==> src/rtl/rws_pkg.sv <==
// Shared definitions for the rail window supervisor.
// Assumes: status vector layout below is decoded by software and the bench.
package rws_pkg;
    localparam int ST_W    = 6;
    localparam int ST_OVF  = 0;  // over-voltage fault
    localparam int ST_OVW  = 1;  // over-voltage warning
    localparam int ST_UVF  = 2;  // under-voltage fault
    localparam int ST_UVW  = 3;  // under-voltage warning
    localparam int ST_TON  = 4;  // turn-on timeout fault
    localparam int ST_TOFF = 5;  // turn-off timeout warning

    localparam logic [ST_W-1:0] FAULT_MASK = 6'b010101;
endpackage

==> src/rtl/rws_compare.sv <==
// Limit comparator for one sample.
// Assumes: limits are stable; outputs are only meaningful with smp_vld,
// and are gated by it here. Under-voltage results are gated by pg_armed.
module rws_compare #(
    parameter int ADC_W = 12
) (
    input  logic             smp_vld,
    input  logic [ADC_W-1:0] smp_data,
    input  logic             pg_armed,
    input  logic [ADC_W-1:0] ov_flt_lim,
    input  logic [ADC_W-1:0] ov_warn_lim,
    input  logic [ADC_W-1:0] uv_warn_lim,
    input  logic [ADC_W-1:0] uv_flt_lim,
    input  logic [ADC_W-1:0] pg_on_lim,
    input  logic [ADC_W-1:0] nominal,
    output logic             det_ovf,
    output logic             det_ovw,
    output logic             det_uvf,
    output logic             det_uvw,
    output logic             det_pg,
    output logic             det_low
);
    localparam int LOW_SHIFT = 3;

    logic [ADC_W-1:0] low_lim;

    // Derive the decay threshold as one eighth of nominal.
    always_comb begin
        low_lim = nominal >> LOW_SHIFT;
    end

    // Compare the sample against every limit, qualified by the strobe.
    always_comb begin
        det_ovf = smp_vld && (smp_data > ov_flt_lim);
        det_ovw = smp_vld && (smp_data > ov_warn_lim);
        det_uvf = smp_vld && pg_armed && (smp_data < uv_flt_lim);
        det_uvw = smp_vld && pg_armed && (smp_data < uv_warn_lim);
        det_pg  = smp_vld && (smp_data >= pg_on_lim);
        det_low = smp_vld && (smp_data < low_lim);
    end
endmodule

==> src/rtl/rws_timeout.sv <==
// Tick-driven timeout: while run is high, ticks are counted; hit pulses
// once when the count reaches limit. Dropping run restarts it.
// Assumes: tick is a single-cycle strobe.
module rws_timeout #(
    parameter int TMO_W = 16
) (
    input  logic             clk,
    input  logic             rst_n,
    input  logic             run,
    input  logic             tick,
    input  logic [TMO_W-1:0] limit,
    output logic             hit
);
    localparam logic [TMO_W-1:0] CNT_MAX = '1;

    logic [TMO_W-1:0] cnt_q;
    logic             done_q;

    // Fire once when the counted ticks reach the budget.
    always_comb begin
        hit = run && !done_q && (cnt_q >= limit);
    end

    // Count ticks while running; restart when the watch stops.
    always_ff @(posedge clk) begin
        if (!rst_n || !run) begin
            cnt_q  <= '0;
            done_q <= 1'b0;
        end else begin
            if (tick && cnt_q != CNT_MAX) cnt_q <= cnt_q + 1'b1;
            if (hit) done_q <= 1'b1;
        end
    end

    AST_TMO_ONCE: assert property (@(posedge clk) disable iff (!rst_n)
        hit |=> !hit);
endmodule

==> src/rtl/rws_glitch.sv <==
// Glitch filter on the voltage-fault window. An out-of-window sample
// opens an excursion; ticks are counted until filt_len, then one event
// pulse is issued. An in-window sample ends the excursion and rearms.
// Assumes: tick is a single-cycle strobe.
module rws_glitch #(
    parameter int FILT_W = 8
) (
    input  logic              clk,
    input  logic              rst_n,
    input  logic              smp_vld,
    input  logic              out_win,
    input  logic              tick,
    input  logic              filt_en,
    input  logic [FILT_W-1:0] filt_len,
    output logic              fe_pulse
);
    localparam logic [FILT_W-1:0] CNT_MAX = '1;

    logic              out_q;
    logic              conf_q;
    logic [FILT_W-1:0] cnt_q;
    logic              fire;

    // Decide whether the excursion has lasted long enough.
    always_comb begin
        fire = out_q && !conf_q && (!filt_en || cnt_q >= filt_len);
    end

    // Track excursion state, its duration and whether it was reported.
    always_ff @(posedge clk) begin
        if (!rst_n) begin
            out_q    <= 1'b0;
            conf_q   <= 1'b0;
            cnt_q    <= '0;
            fe_pulse <= 1'b0;
        end else begin
            fe_pulse <= fire;
            if (fire) conf_q <= 1'b1;
            if (smp_vld) out_q <= out_win;
            if (smp_vld && !out_win) begin
                cnt_q  <= '0;
                conf_q <= 1'b0;
            end else if (out_q && tick && cnt_q != CNT_MAX) begin
                cnt_q <= cnt_q + 1'b1;
            end
        end
    end

    AST_FE_SINGLE: assert property (@(posedge clk) disable iff (!rst_n)
        fe_pulse |=> !fe_pulse);
endmodule

==> src/rtl/rail_window_sup.sv <==
// Rail voltage window supervisor top level.
// Holds power-good arming, turn-off watch, sticky status, alert, log
// request and fault-event merge. Assumes synchronous active-low reset
// and a single clock domain for all inputs.
module rail_window_sup
    import rws_pkg::*;
#(
    parameter int ADC_W  = 12,
    parameter int TMO_W  = 16,
    parameter int FILT_W = 8
) (
    input  logic              clk,
    input  logic              rst_n,
    input  logic              smp_vld,
    input  logic [ADC_W-1:0]  smp_data,
    input  logic              rail_en,
    input  logic [ADC_W-1:0]  ov_flt_lim,
    input  logic [ADC_W-1:0]  ov_warn_lim,
    input  logic [ADC_W-1:0]  uv_warn_lim,
    input  logic [ADC_W-1:0]  uv_flt_lim,
    input  logic [ADC_W-1:0]  pg_on_lim,
    input  logic [ADC_W-1:0]  nominal,
    input  logic [TMO_W-1:0]  ton_max,
    input  logic [TMO_W-1:0]  toff_max,
    input  logic              filt_en,
    input  logic [FILT_W-1:0] filt_len,
    input  logic              tick,
    input  logic              clr_status,
    output logic [ST_W-1:0]   status,
    output logic              alert,
    output logic              log_req,
    output logic              flt_event
);
    logic            pg_q;
    logic            en_q;
    logic            off_pend_q;
    logic            ton_evt_q;
    logic [ST_W-1:0] status_q;
    logic            log_q;
    logic [ST_W-1:0] set_vec;
    logic            det_ovf, det_ovw, det_uvf, det_uvw, det_pg, det_low;
    logic            ton_hit, toff_hit, glitch_fe;
    logic            ton_run, toff_run;

    rws_compare #(.ADC_W(ADC_W)) u_cmp (
        .smp_vld(smp_vld), .smp_data(smp_data), .pg_armed(pg_q),
        .ov_flt_lim(ov_flt_lim), .ov_warn_lim(ov_warn_lim),
        .uv_warn_lim(uv_warn_lim), .uv_flt_lim(uv_flt_lim),
        .pg_on_lim(pg_on_lim), .nominal(nominal),
        .det_ovf(det_ovf), .det_ovw(det_ovw), .det_uvf(det_uvf),
        .det_uvw(det_uvw), .det_pg(det_pg), .det_low(det_low)
    );

    // Select when each timeout watch is running.
    always_comb begin
        ton_run  = rail_en && !pg_q;
        toff_run = off_pend_q && !rail_en;
    end

    rws_timeout #(.TMO_W(TMO_W)) u_ton (
        .clk(clk), .rst_n(rst_n), .run(ton_run), .tick(tick),
        .limit(ton_max), .hit(ton_hit)
    );

    rws_timeout #(.TMO_W(TMO_W)) u_toff (
        .clk(clk), .rst_n(rst_n), .run(toff_run), .tick(tick),
        .limit(toff_max), .hit(toff_hit)
    );

    rws_glitch #(.FILT_W(FILT_W)) u_flt (
        .clk(clk), .rst_n(rst_n), .smp_vld(smp_vld),
        .out_win(det_ovf || det_uvf), .tick(tick),
        .filt_en(filt_en), .filt_len(filt_len), .fe_pulse(glitch_fe)
    );

    // Gather this cycle's detections in status-bit order.
    always_comb begin
        set_vec          = '0;
        set_vec[ST_OVF]  = det_ovf;
        set_vec[ST_OVW]  = det_ovw;
        set_vec[ST_UVF]  = det_uvf;
        set_vec[ST_UVW]  = det_uvw;
        set_vec[ST_TON]  = ton_hit;
        set_vec[ST_TOFF] = toff_hit;
    end

    // Arm under-voltage checks on power-good; disarm when disabled.
    always_ff @(posedge clk) begin
        if (!rst_n || !rail_en) pg_q <= 1'b0;
        else if (det_pg)        pg_q <= 1'b1;
    end

    // Open the turn-off watch on a disable edge; close on decay or re-enable.
    always_ff @(posedge clk) begin
        if (!rst_n) begin
            en_q       <= 1'b0;
            off_pend_q <= 1'b0;
        end else begin
            en_q <= rail_en;
            if (rail_en || det_low)  off_pend_q <= 1'b0;
            else if (en_q)           off_pend_q <= 1'b1;
        end
    end

    // Keep sticky status, first-fault log request and turn-on event.
    always_ff @(posedge clk) begin
        if (!rst_n) begin
            status_q  <= '0;
            log_q     <= 1'b0;
            ton_evt_q <= 1'b0;
        end else begin
            status_q  <= (clr_status ? '0 : status_q) | set_vec;
            log_q     <= |(set_vec & FAULT_MASK & ~status_q);
            ton_evt_q <= ton_hit;
        end
    end

    // Drive the outputs from registered state.
    always_comb begin
        status    = status_q;
        alert     = |status_q;
        log_req   = log_q;
        flt_event = glitch_fe || ton_evt_q;
    end

    AST_UV_ARMED: assert property (@(posedge clk) disable iff (!rst_n)
        $rose(status_q[ST_UVW]) |-> $past(pg_q));
    AST_LOG_NEEDS_FAULT: assert property (@(posedge clk) disable iff (!rst_n)
        log_q |-> |(status_q & FAULT_MASK));
    AST_CLR_EMPTIES: assert property (@(posedge clk) disable iff (!rst_n)
        (clr_status && set_vec == '0) |=> (status_q == '0));
    AST_OVF_FLAGGED: assert property (@(posedge clk) disable iff (!rst_n)
        det_ovf |=> status_q[ST_OVF]);
endmodule

==> config.mk <==
export PLATFORM = sky130hd
export DESIGN_NAME = rail_window_sup
export DESIGN_NICKNAME = d
export VERILOG_FILES = /design/src/rtl/rws_pkg.sv /design/src/rtl/rws_compare.sv /design/src/rtl/rws_timeout.sv /design/src/rtl/rws_glitch.sv /design/src/rtl/rail_window_sup.sv
export SDC_FILE = /design/constraint.sdc
export NUM_CORES = 1
export LEC_CHECK = 0
export ABC_AREA = 1
export BUFFER_PORTS_ARGS = -buffer_cell sky130_fd_sc_hd__buf_2
export CORE_UTILIZATION = 41
export DETAILED_ROUTE_END_ITERATION = 10
export GPL_TIMING_DRIVEN = 0
export PLACE_DENSITY_LB_ADDON = 0.05
export SYNTH_ARGS = -nofsm -noshare
export SYNTH_HDL_FRONTEND = slang
export SYNTH_HIERARCHICAL = 1
export SYNTH_SLANG_ARGS = --single-unit
==> constraint.sdc <==
create_clock -name clk -period 2.8 [get_ports clk]
set_clock_uncertainty 0.15 [all_clocks]
set_input_delay 0.84 -clock clk [delete_from_list [all_inputs] [get_ports clk]]
set_output_delay 0.84 -clock clk [all_outputs]
set_load 0.02 [all_outputs]
==> flow_summary_export.csv <==
group,metric,value,unit
outcome,status,"finished, final reports clean",
logic_synthesis,yosys.area_share.xor_xnor,0.0314,
setup_path,cp.arrival,2600,ps
sta,period_share,0.914,
setup_path,critical_path_buf_inv_count,3,
drt,num_vias,5561,
global_route,grt_use_total,0.195,
floorplanning,core,13900,um^2
setup_path,crit_type,"primary input to flip-flop",
sta,fmax,391,MHz
power_and_ir_drop,p_leak,3.81,nW
setup_path,cpMostUsedCell,"nor2_1",
drt,postRouteWirelength,13.5,mm
logic_synthesis,synth_warnings,6,
setup_path,crit_fanout,9,
sta,worstMarginPinSlew,706,ps
setup_path,r2r-start,"u_ton/cnt_q[0]$_SDFFE_PP0P_",
setup_path,end_kind,"flip-flop",
logic_synthesis,netlist_instances,912,
sta,finalHoldViolations,0,
logic_synthesis,yosysMostFrequentCell,"nand2_1",
clock_tree,cts_sinks,56,
clock_tree,clockBufferDepth,2,
logic_synthesis,synth-main-ff-cell,"dfxtp_1",
drt,ant_nets,0,
floorplanning,dieArea,14800,um^2
drt,drt_iter0_drc,189,
place,gp_congestion,0.841,
drt,first_pass_iters,4,
place,port_buffers,136,
setup_path,slowest_delay,320,ps
logic_synthesis,syn_avg_cell_area,6.43,um^2
clock_tree,cts_made_buffers,5,
min_path,min_from,"u_flt/conf_q$_SDFFE_PP0P_",
logic_synthesis,synth_area,5860,um^2
clock_tree,hold_buffers,0,
floorplanning,initial_core_util,0.421,
logic_synthesis,synth_top_area_share,0.233,
clock_tree,cts.reportedPaths.clkPinSlew,80,ps
global_route,grt_max_degree,18,
logic_synthesis,ys_ff_latch,56,
power_and_ir_drop,power.density,293,nW/um^2
layout,layout-drive-gt1-share,0.198,
logic_synthesis,synth_adder_area_share,0.233,
setup_path,critPathSlowestCell,"ha_1",
sta,min_period,2560,ps
logic_synthesis,synthTopCellsByArea,"ha_1 23%, dfxtp_1 19%, nand2_1 16%, inv_1 12%, nor2_1 5.7%",
logic_synthesis,async_reset_ff_frac,0,
clock_tree,cts_root_buf,"clkbuf_16",
place,dp_slack,-396,ps
floorplanning,placementRows,43,
global_route,grt_pass1_vias,5191,
power_and_ir_drop,ir_drop,0.211,mV
logic_synthesis,ys_types,33,
drt,viasPerCell,4.50,
logic_synthesis,yosys-top-cells-count,"254 x nand2_1, 184 x inv_1, 109 x ha_1, 89 x nor2_1",
floorplanning,dieWidth,122,um
logic_synthesis,synth_top_family_by_area,"simple AND/OR/NAND/NOR gates",
logic_synthesis,synth_edf_count,0,
drt,drc,0,
place,place_hpwl,11.4,mm
clock_tree,clock_latency,300,ps
setup_path,worstSetupStartpoint,"smp_data[9]",
logic_synthesis,synth-simple-area-share,0.296,
layout,fillerInstances,1521,
sta,layout_setup_ws,241,ps
flow_run,max_cap_violations,0,
logic_synthesis,muxShareOfSynthArea,0,
setup_path,crit_family,"compound AO/OA/AOI/OAI gates",
clock_tree,cts_tree,"built",
layout,area_growth,18.7,%
floorplanning,io_pins,140,
sta,rsz0062_at_grt,"no",
floorplanning,die_y,122,um
drt,routedWlPerCell,10.9,um
logic_synthesis,yosysSeqAreaShare,0.191,
sta,relSlewSlack,0.529,
global_route,grt-ovfl-total,0,
logic_synthesis,synth_compound_area_frac,0.115,
min_path,min_path_type,"flip-flop to flip-flop",
layout,diodes,0,
global_route,antenna_found_initial,0,
setup_path,startpoint_type,"primary input",
layout,nets,1295,
setup_path,path_cells,"buf_2 -> ha_1 -> a21oi_1 -> nor2_1 -> nor2_1 -> nand2_1 -> nor2_1 -> nor2_1 -> inv_1 -> nand2_1 -> o21ai_4 -> inv_1 -> o21ai_0 -> a21oi_1",
clock_tree,htree_levels,2,
power_and_ir_drop,total_power,2.04,mW
logic_synthesis,syn_nets,1152,
logic_synthesis,yosysTopAreaCell,"ha_1",
sta,setup_viol,0,
sta,maxSlewViolCount,0,
global_route,grt_pass1_wl,23.1,mm
setup_path,cp.required,2840,ps
cells in the final DEF (no fill, tap or decap), drive strengths merged:
cell type	count
clkinv	2
nor4	1
nor3	8
ha	109
a21oi	78
clkbuf	8
nor2	100
o21a	2
dfxtp	56
nand3	32
a21boi	3
nand4	10
inv	193
buf	141
o21ai	21
nand2	262
xnor2	14
nand3b	2
xor2	7
or2	1
a21o	2
bufinv	1
o21bai	3
worst register-to-register path, cell delays in order, from the launching register on:
cell     delay (ps)
dfxtp_1         400
inv_1            90
ha_1            280
nand2_1          50
nor2_1           80
nor2_1           40
nand2_1          50
nand2_1          50
nand2_1          90
nand2_1          90
a21oi_1         180
nand2_1          70
nand3_1          80
nand2_1          50
inv_1            50
final cells by class:
class / instances / area (um^2) / share of cell area
flip-flops and latches: 56 / 1120 / 0.161
clock inverters: 2 / 38.8 / 0.00558
clock buffers: 6 / 139 / 0.0200
well taps: 180 / 225 / 0.0324
inverters: 194 / 728 / 0.105
multi-input cells: 655 / 3970 / 0.570
plain buffers: 7 / 56.3 / 0.00809
repair buffers: 136 / 681 / 0.0978
final timing paths:
kind	to	slack (ps)	cells past startpoint
setup / recovery	u_flt/cnt_q[0]$_SDFFE_PP0P_	240	14
hold / removal	u_flt/conf_q$_SDFFE_PP0P_	300	2
setup reg to reg	log_req$_SDFF_PN0_	970	14
hold reg to reg	u_flt/conf_q$_SDFFE_PP0P_	300	2
routing by layer:
metal  routed length (um)  vias up  GRT usage
met3                  537        6     0.0393
met1                 6620     2340      0.247
met4                  138        0     0.0394
met5                    0        -          0
met2                 6220       86      0.341
li1                     -     3129          -
registers in the layout (all words and copies together) (netlist names):
signal,count
en_q,1
log_req,1
off_pend_q,1
pg_q,1
status,6
ton_evt_q,1
u_flt/cnt_q,8
u_flt/conf_q,1
u_flt/fe_pulse,1
u_flt/out_q,1
u_toff/cnt_q,16
u_toff/done_q,1
u_ton/cnt_q,16
u_ton/done_q,1
where the power goes:
group | leakage (nW) | internal (mW) | switching [mW] | total [mW]
Combinational | 3.27 | 0.206 | 0.265 | 0.471
Sequential | 0.452 | 0.805 | 0.00734 | 0.813
Clock | 0.0871 | 0.449 | 0.307 | 0.756
Total | 3.81 | 1.46 | 0.579 | 2.04
metrics by stage:
stage               setup TNS [ps]  hold WS, ps  std cells  utilization  cell area, um^2
finish                           0          305       1236        0.499             6960
global route                     0          325       1236        0.499             6960
CTS                              0          310       1236        0.499             6950
detailed placement           -2700          299       1228        0.486             6770
global placement             -2730          289       1228        0.486             6770
floorplan                        0          280        912            -             5860
cell families (layout without fill, tap and decap cells):
group,after synthesis,after routing
flops,56,56
fa+ha+maj,109,109
buf+inv,201,345
simple gates,416,416
xor+xnor,21,21
compound gates,109,109
timing repair:
item | CTS | global route
endpoints found under the setup margin | 2 | 2
setup buffers | 0 | 0
gates cloned | 0 | 0
resized for setup | 1 | 1
(Power assumes the default switching activity.)
